`src/rtl/clto_pkg.sv`:
```
package clto_pkg;
    localparam int LIM_W   = 8;
    localparam int PAD_W   = 4;
    localparam int CNT_W   = LIM_W + PAD_W;
    localparam int DIV_W   = 8;
    localparam int LIM_MIN = 2;

    typedef struct packed {
        logic scl;
        logic sda;
    } bus_lvl_t;

    typedef struct packed {
        logic             active;
        logic [CNT_W-1:0] cnt;
    } cnt_state_t;

    typedef struct packed {
        logic status;
        logic irq;
        logic pend;
    } flag_state_t;

    function automatic logic [CNT_W-1:0] load_of(input logic [LIM_W-1:0] lim);
        return {lim, {PAD_W{1'b0}}};
    endfunction

    function automatic logic limit_ok(input logic [LIM_W-1:0] lim);
        return lim >= LIM_W'(LIM_MIN);
    endfunction
endpackage

```
`src/rtl/clto_sync.sv`:
```
module clto_sync #(
    parameter int STAGES = 2
) (
    input  logic               clk,
    input  logic               rst,
    input  clto_pkg::bus_lvl_t raw,
    output clto_pkg::bus_lvl_t synced
);
    import clto_pkg::*;

    bus_lvl_t chain [STAGES];

    generate
        for (genvar i = 0; i < STAGES; i++) begin : g_stage
            always_ff @(posedge clk) begin
                if (rst) chain[i] <= '{scl: 1'b1, sda: 1'b1};
                else if (i == 0) chain[i] <= raw;
                else chain[i] <= chain[(i == 0) ? 0 : i-1];
            end
        end
    endgenerate

    assign synced = chain[STAGES-1];
endmodule

```
`src/rtl/clto_tick.sv`:
```
module clto_tick (
    input  logic                       clk,
    input  logic                       rst,
    input  logic                       restart,
    input  logic [clto_pkg::DIV_W-1:0] rate_div,
    output logic                       tick
);
    import clto_pkg::*;

    logic [DIV_W-1:0] div_cnt;

    assign tick = (div_cnt >= rate_div);

    always_ff @(posedge clk) begin
        if (rst || restart) div_cnt <= '0;
        else if (tick) div_cnt <= '0;
        else div_cnt <= div_cnt + 1'b1;
    end


    tick_period_chk: assert property (@(posedge clk) disable iff (rst)
        (tick && !restart) |=> (div_cnt == '0));
endmodule

```
`src/rtl/clto_counter.sv`:
```
module clto_counter (
    input  logic                       clk,
    input  logic                       rst,
    input  logic                       start_det,
    input  logic                       stop_done,
    input  logic                       scl_high,
    input  logic                       tick,
    input  logic [clto_pkg::LIM_W-1:0] limit_hi,
    output logic                       expire
);
    import clto_pkg::*;

    cnt_state_t       st;
    logic [CNT_W-1:0] load_val;
    logic             cfg_ok;
    logic             run;

    assign load_val = load_of(limit_hi);
    assign cfg_ok   = limit_ok(limit_hi);
    assign run      = st.active && cfg_ok && !scl_high && !start_det;
    assign expire   = run && tick && (st.cnt == CNT_W'(1));

    always_ff @(posedge clk) begin
        if (rst) begin
            st <= '0;
        end else if (start_det) begin
            st.active <= 1'b1;
            st.cnt    <= load_val;
        end else if (stop_done) begin
            st.active <= 1'b0;
        end else if (st.active && (scl_high || !cfg_ok)) begin
            st.cnt <= load_val;
        end else if (run && tick && st.cnt != '0) begin
            st.cnt <= st.cnt - 1'b1;
        end
    end


    reload_on_high_chk: assert property (@(posedge clk) disable iff (rst)
        (st.active && scl_high && !start_det && !stop_done) |=> (st.cnt == $past(load_val)));


    idle_hold_chk: assert property (@(posedge clk) disable iff (rst)
        (!st.active && !start_det) |=> $stable(st.cnt));


    bad_cfg_no_expire_chk: assert property (@(posedge clk) disable iff (rst)
        !cfg_ok |-> !expire);


    no_wrap_chk: assert property (@(posedge clk) disable iff (rst)
        (st.cnt == '0 && !start_det && !scl_high && cfg_ok) |=> (st.cnt == '0));
endmodule

```
`src/rtl/i2c_clk_low_timeout.sv`:
```
module i2c_clk_low_timeout (
    input  logic       clk,
    input  logic       rst,
    input  logic       scl_in,
    input  logic       sda_in,
    input  logic       start_det,
    input  logic       stop_done,
    input  logic [7:0] limit_hi,
    input  logic [7:0] rate_div,
    input  logic       irq_clr,
    output logic       to_status,
    output logic       to_irq_raw,
    output logic       abort_stop,
    output logic       scl_mon,
    output logic       sda_mon
);
    import clto_pkg::*;

    bus_lvl_t    raw_lvl;
    bus_lvl_t    syn_lvl;
    logic        tick;
    logic        expire;
    flag_state_t fl;

    assign raw_lvl = '{scl: scl_in, sda: sda_in};

    clto_sync #(.STAGES(2)) u_sync (
        .clk    (clk),
        .rst    (rst),
        .raw    (raw_lvl),
        .synced (syn_lvl)
    );

    clto_tick u_tick (
        .clk      (clk),
        .rst      (rst),
        .restart  (start_det),
        .rate_div (rate_div),
        .tick     (tick)
    );

    clto_counter u_cnt (
        .clk       (clk),
        .rst       (rst),
        .start_det (start_det),
        .stop_done (stop_done),
        .scl_high  (syn_lvl.scl),
        .tick      (tick),
        .limit_hi  (limit_hi),
        .expire    (expire)
    );

    always_ff @(posedge clk) begin
        if (rst) begin
            fl <= '0;
        end else begin
            if (expire) fl.status <= 1'b1;
            else if (stop_done) fl.status <= 1'b0;

            if (expire) fl.pend <= 1'b1;
            else if (stop_done) fl.pend <= 1'b0;

            if (expire) fl.irq <= 1'b1;
            else if (irq_clr) fl.irq <= 1'b0;
        end
    end

    assign to_status  = fl.status;
    assign to_irq_raw = fl.irq;
    assign abort_stop = fl.pend && syn_lvl.scl && syn_lvl.sda;
    assign scl_mon    = syn_lvl.scl;
    assign sda_mon    = syn_lvl.sda;


    status_sticky_chk: assert property (@(posedge clk) disable iff (rst)
        (to_status && !stop_done) |=> to_status);


    irq_clear_chk: assert property (@(posedge clk) disable iff (rst)
        (irq_clr && !expire) |=> !to_irq_raw);


    abort_withdraw_chk: assert property (@(posedge clk) disable iff (rst)
        (stop_done && !expire) |=> !abort_stop);


    mon_latency_chk: assert property (@(posedge clk) disable iff (rst || $past(rst) || $past(rst, 2))
        scl_mon == $past(scl_in, 2));
endmodule

```
`config.mk`:
```
export PLATFORM = sky130hd
export DESIGN_NAME = i2c_clk_low_timeout
export DESIGN_NICKNAME = d
export VERILOG_FILES = /design/src/rtl/clto_pkg.sv /design/src/rtl/clto_sync.sv /design/src/rtl/clto_tick.sv /design/src/rtl/clto_counter.sv /design/src/rtl/i2c_clk_low_timeout.sv
export SDC_FILE = /design/constraint.sdc
export NUM_CORES = 1
export LEC_CHECK = 0
export BUFFER_PORTS_ARGS = -buffer_cell sky130_fd_sc_hd__buf_2
export CORE_MARGIN = 2
export CORE_UTILIZATION = 50
export DETAILED_ROUTE_END_ITERATION = 16
export GPL_TIMING_DRIVEN = 1
export PLACE_DENSITY = 0.7
export SLEW_MARGIN = 20
export SYNTH_ARGS = -nofsm -noshare
export SYNTH_HDL_FRONTEND = slang
export SYNTH_SLANG_ARGS = --single-unit
```
`constraint.sdc`:
```
create_clock -name clk -period 2.8 [get_ports clk]
set_input_delay 0.14 -clock clk [delete_from_list [all_inputs] [get_ports clk]]
set_output_delay 0.14 -clock clk [all_outputs]
set_load 0.02 [all_outputs]
```
==> results.md <==
* Port Buffer Count at 27
* Worst reg2reg startpoint: u_cnt.st[4]
* Number of hold-slack violations in the final timing report at 0
* Die width at around 59 um
* Power per cell area at 408 nW/um^2
* Number of global-route vias before repair at 1,319
* RePlAce Congestion at just over 0.8
* Hold_ws at roughly 0.027 ns
* Worst slew margin at between 50% and 60%
* Crit path kind: flip-flop to flip-flop
* Worst-Margin Slew at approximately 0.7 ns
* Register clock-pin slew on the reported worst setup and hold paths at about 0.16 ns
* Maximum number of pins on one net before global-route repair at 17
* Number of inserted diodes at 0
* Post-synthesis instance area at around 1500 um^2
* Final setup violating endpoints at 0
* Rows at 20
* Largest driver fanout on the critical path at 16
* Crit path buf inv count at 0
* Area enclosed by the die boundary at 3520 um^2
* Cell chain of the critical path: or4_4, or4_4, o2111ai_1, nor2_2, a221oi_1, a21oi_1
* First element of the critical path: u_cnt.st[4]
* Utilization after layout at around 59%
* Count of TritonRoute iterations in the first routing pass at 4
* Global-route wire length before repair at 5.90 mm
* Via count at ~1,400
* H-tree levels at 1
* Largest family of logic cells by synthesized area: simple AND/OR/NAND/NOR gates
* Number of distinct library cells after synthesis at 32
* Worst Hold Launch: irq_clr
* Number of nets still failing antenna checks after routing at 0
* Io pins at 28
* Cell type contributing the most total cell area after synthesis: sky130_fd_sc_hd__dfxtp_1
* Effective utilization at floorplan at between 50 and 60%
* Area fraction in compound gates after synthesis at 12.4%
* Proportion of netlist area held by the largest area contributor at 35.4%
* Setup repair after global routing missed its margin: false
* Library cell contributing the largest single delay on the critical path: sky130_fd_sc_hd__or4_4
* Worst EP required at approximately 3 ns
* Final cycle utilization of the critical path at between 90 and 100%
* Post-synthesis average cell area at about 8 um^2
* Crit path DAT at 2.80 ns
* Crit end category: flip-flop
* Clock latency reported for the late side of the worst-skew pair at between 0.3 and 0.4 ns
* Worst min-delay path category: primary input to flip-flop
* TritonCTS buffer count at 3
* Number of nets in the layout at roughly 250
* Register bit total from synthesis at 27
* Part of the Yosys area used for sequential elements at about 35%
* CTS tree: built
* Total clock sinks at 27
* Post-synthesis simple-gate area fraction at slightly below 30%
* Final worst clock skew at ~0.019 ns
* Synth Area in Adders at between 9 and 10%
* Overall Global Routing Usage at a little over a fifth
* Net count of the mapped netlist at between 200 and 250
* Leakage power total at around 0.80 nW
* Top cells by area, synth: sky130_fd_sc_hd__dfxtp_1 (35%), sky130_fd_sc_hd__ha_1 (9.8%), sky130_fd_sc_hd__nor2_1 (6.4%)
* Number of maximum-capacitance constraint violations at 0
* Global-route congestion overflow total at 0
* Worst setup SP type: flip-flop
* Routed Wire Length at approximately 3.5 mm
* Gate Count Post-Synth at approximately 190
* Initial DRC count at between 60 and 70
* Chip height at about 59 um
* Avg WL per Cell at about 14 um
* Maximum buffer depth of the clock tree at 2
* Post-synthesis mux area share at 0%
* Total half-perimeter wirelength after legalization and detailed placement at 2.69 mm
* Count of yosys warnings during synthesis at 0
* Max Clk Rate at about 390 MHz
* Kind of cell adding the most delay to the critical path: simple AND/OR/NAND/NOR gates
* Post-synthesis share of cell area spent on xor and xnor gates at 8.59%
* Outcome: completed
* Detailed-route DRC error count at 0
* VDD IR max at between 0.2 and 0.3 mV
* Clock tree root driver cell: sky130_fd_sc_hd__clkbuf_4
* Share of post-route cells with drive strength above 1 at between 10% and 20%
* Antenna violations before repair at 0
* Post-DR vias/cell at around 5.6
* Crit path top cell by count: sky130_fd_sc_hd__or4_4
* Minimum period implied by the final worst setup slack at 2.58 ns
* Final TNS setup at 0 ns
* Layout-stage area growth over the synthesis result at 14.5%
* Biggest cell delay along the critical path at 0.58 ns
* Core region area at between 2000 and 3000 um^2
* Count of pins over their slew limit at 0
-- per-layer routing --
metal / vias up / track usage [%] / share of wire, %
li1: 724 / - / -
met4: 0 / 7.79 / 1.2
met3: 5 / 1.97 / 3.5
met5: - / 0 / 0
met1: 641 / 29.8 / 48
met2: 27 / 36.1 / 47
-- power by group --
group          switching (W)  total (W)  internal [W]
logic              0.0000624   0.000124     0.0000620
clock network       0.000121   0.000175     0.0000537
registers          0.0000158   0.000415      0.000399
-- logic make-up (layout without fill, tap and decap cells) --
| logic type | after synthesis | count (layout) |
|---|---|---|
| and+or+nand+nor | 89 | 89 |
| AOI/OAI and AO/OA | 27 | 27 |
| DFF | 27 | 27 |
| buffers and inverters | 16 | 48 |
| xor gates and xnor gates | 15 | 15 |
| adders and majority gates | 12 | 12 |
-- layout by cell type, fill, tap and decap left out, types with 3 or more instances in the layout --
cell type                  instances
sky130_fd_sc_hd__or2_2             5
sky130_fd_sc_hd__and3_1            6
sky130_fd_sc_hd__clkbuf_4          3
sky130_fd_sc_hd__o22a_1            6
sky130_fd_sc_hd__or4_1             3
sky130_fd_sc_hd__o21ai_0           3
sky130_fd_sc_hd__nor3_1           19
sky130_fd_sc_hd__nor4_1            3
sky130_fd_sc_hd__a21oi_1           7
sky130_fd_sc_hd__nand2_1          11
sky130_fd_sc_hd__buf_2            27
sky130_fd_sc_hd__xor2_1            7
sky130_fd_sc_hd__inv_1            14
sky130_fd_sc_hd__dfxtp_1          27
sky130_fd_sc_hd__ha_1             12
sky130_fd_sc_hd__nand3_1           8
sky130_fd_sc_hd__nor2_1           25
sky130_fd_sc_hd__xnor2_1           8
-- worst register-to-register path, cell delays in order (launching register included) --
cell and delay, ns:
sky130_fd_sc_hd__dfxtp_1 0.39, sky130_fd_sc_hd__or4_4 0.58, sky130_fd_sc_hd__or4_4 0.44, sky130_fd_sc_hd__o2111ai_1 0.38, sky130_fd_sc_hd__nor2_2 0.22, sky130_fd_sc_hd__a221oi_1 0.34
sky130_fd_sc_hd__a21oi_1 0.12
-- synthesized netlist by cell type --
master,instances
sky130_fd_sc_hd__xnor2_1,8
sky130_fd_sc_hd__a2111o_1,1
sky130_fd_sc_hd__a21oi_1,7
sky130_fd_sc_hd__o22a_1,6
sky130_fd_sc_hd__ha_1,12
sky130_fd_sc_hd__nor2_1,26
sky130_fd_sc_hd__xor2_1,7
sky130_fd_sc_hd__o211ai_1,2
sky130_fd_sc_hd__or3_1,1
sky130_fd_sc_hd__a221oi_1,2
sky130_fd_sc_hd__buf_4,1
sky130_fd_sc_hd__or4_1,3
sky130_fd_sc_hd__inv_1,14
sky130_fd_sc_hd__nand3b_1,1
sky130_fd_sc_hd__nor4_1,3
sky130_fd_sc_hd__a21o_1,1
sky130_fd_sc_hd__nand2_1,11
sky130_fd_sc_hd__o21ai_0,3
sky130_fd_sc_hd__and3_1,6
sky130_fd_sc_hd__nand2b_1,1
sky130_fd_sc_hd__nand3_1,8
sky130_fd_sc_hd__nor3_1,19
sky130_fd_sc_hd__buf_2,1
sky130_fd_sc_hd__a31oi_1,2
sky130_fd_sc_hd__dfxtp_1,27
sky130_fd_sc_hd__nor3b_1,1
sky130_fd_sc_hd__or4_4,2
sky130_fd_sc_hd__or2b_2,2
sky130_fd_sc_hd__a21boi_0,1
sky130_fd_sc_hd__or2_2,5
sky130_fd_sc_hd__o21a_1,1
sky130_fd_sc_hd__o2111ai_1,1
-- sequential cells by signal (all words and copies together) (netlist names) --
register	cells
u_cnt.st	13
u_tick.div_cnt	8
u_sync.chain	4
fl	1
to_irq_raw	1
-- final cells by class --
cell class	instances	area, um^2
Fill cell	272	1230
Multi-Input combinational cell	143	926
Inverter	14	52.6
Tap cell	33	41.3
Sequential cell	27	541
Timing Repair Buffer	30	163
Clock inverter	1	5.00
Clock buffer	3	22.5
-- stage by stage --
step	setup WS, ns	instance area (um^2)	total power (W)	cells
floorplan	0.373	1530	0.000504	186
global placement	0.324	1700	0.000538	245
detailed placement	0.152	1700	0.000544	245
CTS	0.142	1750	0.000717	251
global route	0.0505	1750	0.000748	251
finish	0.222	1750	0.000714	251
-- worst paths after layout --
path,endpoint,slack (ns),cells after the start
max,u_cnt.st[4],0.22,6
min,to_irq_raw,0.03,3
max reg2reg,u_cnt.st[4],0.22,6
min reg2reg,u_sync.chain[1][0],0.43,1
-- repair_timing --
| action | 4_1_cts | 5_1_grt |
|---|---|---|
| buffers inserted | 0 | 0 |
| hold buffers | 2 | 0 |
| endpoints found under the hold margin | 2 | 0 |
| resized for setup | 0 | 1 |
| setup endpoints to repair | 0 | 2 |
Power figures use the tool's default switching activity.
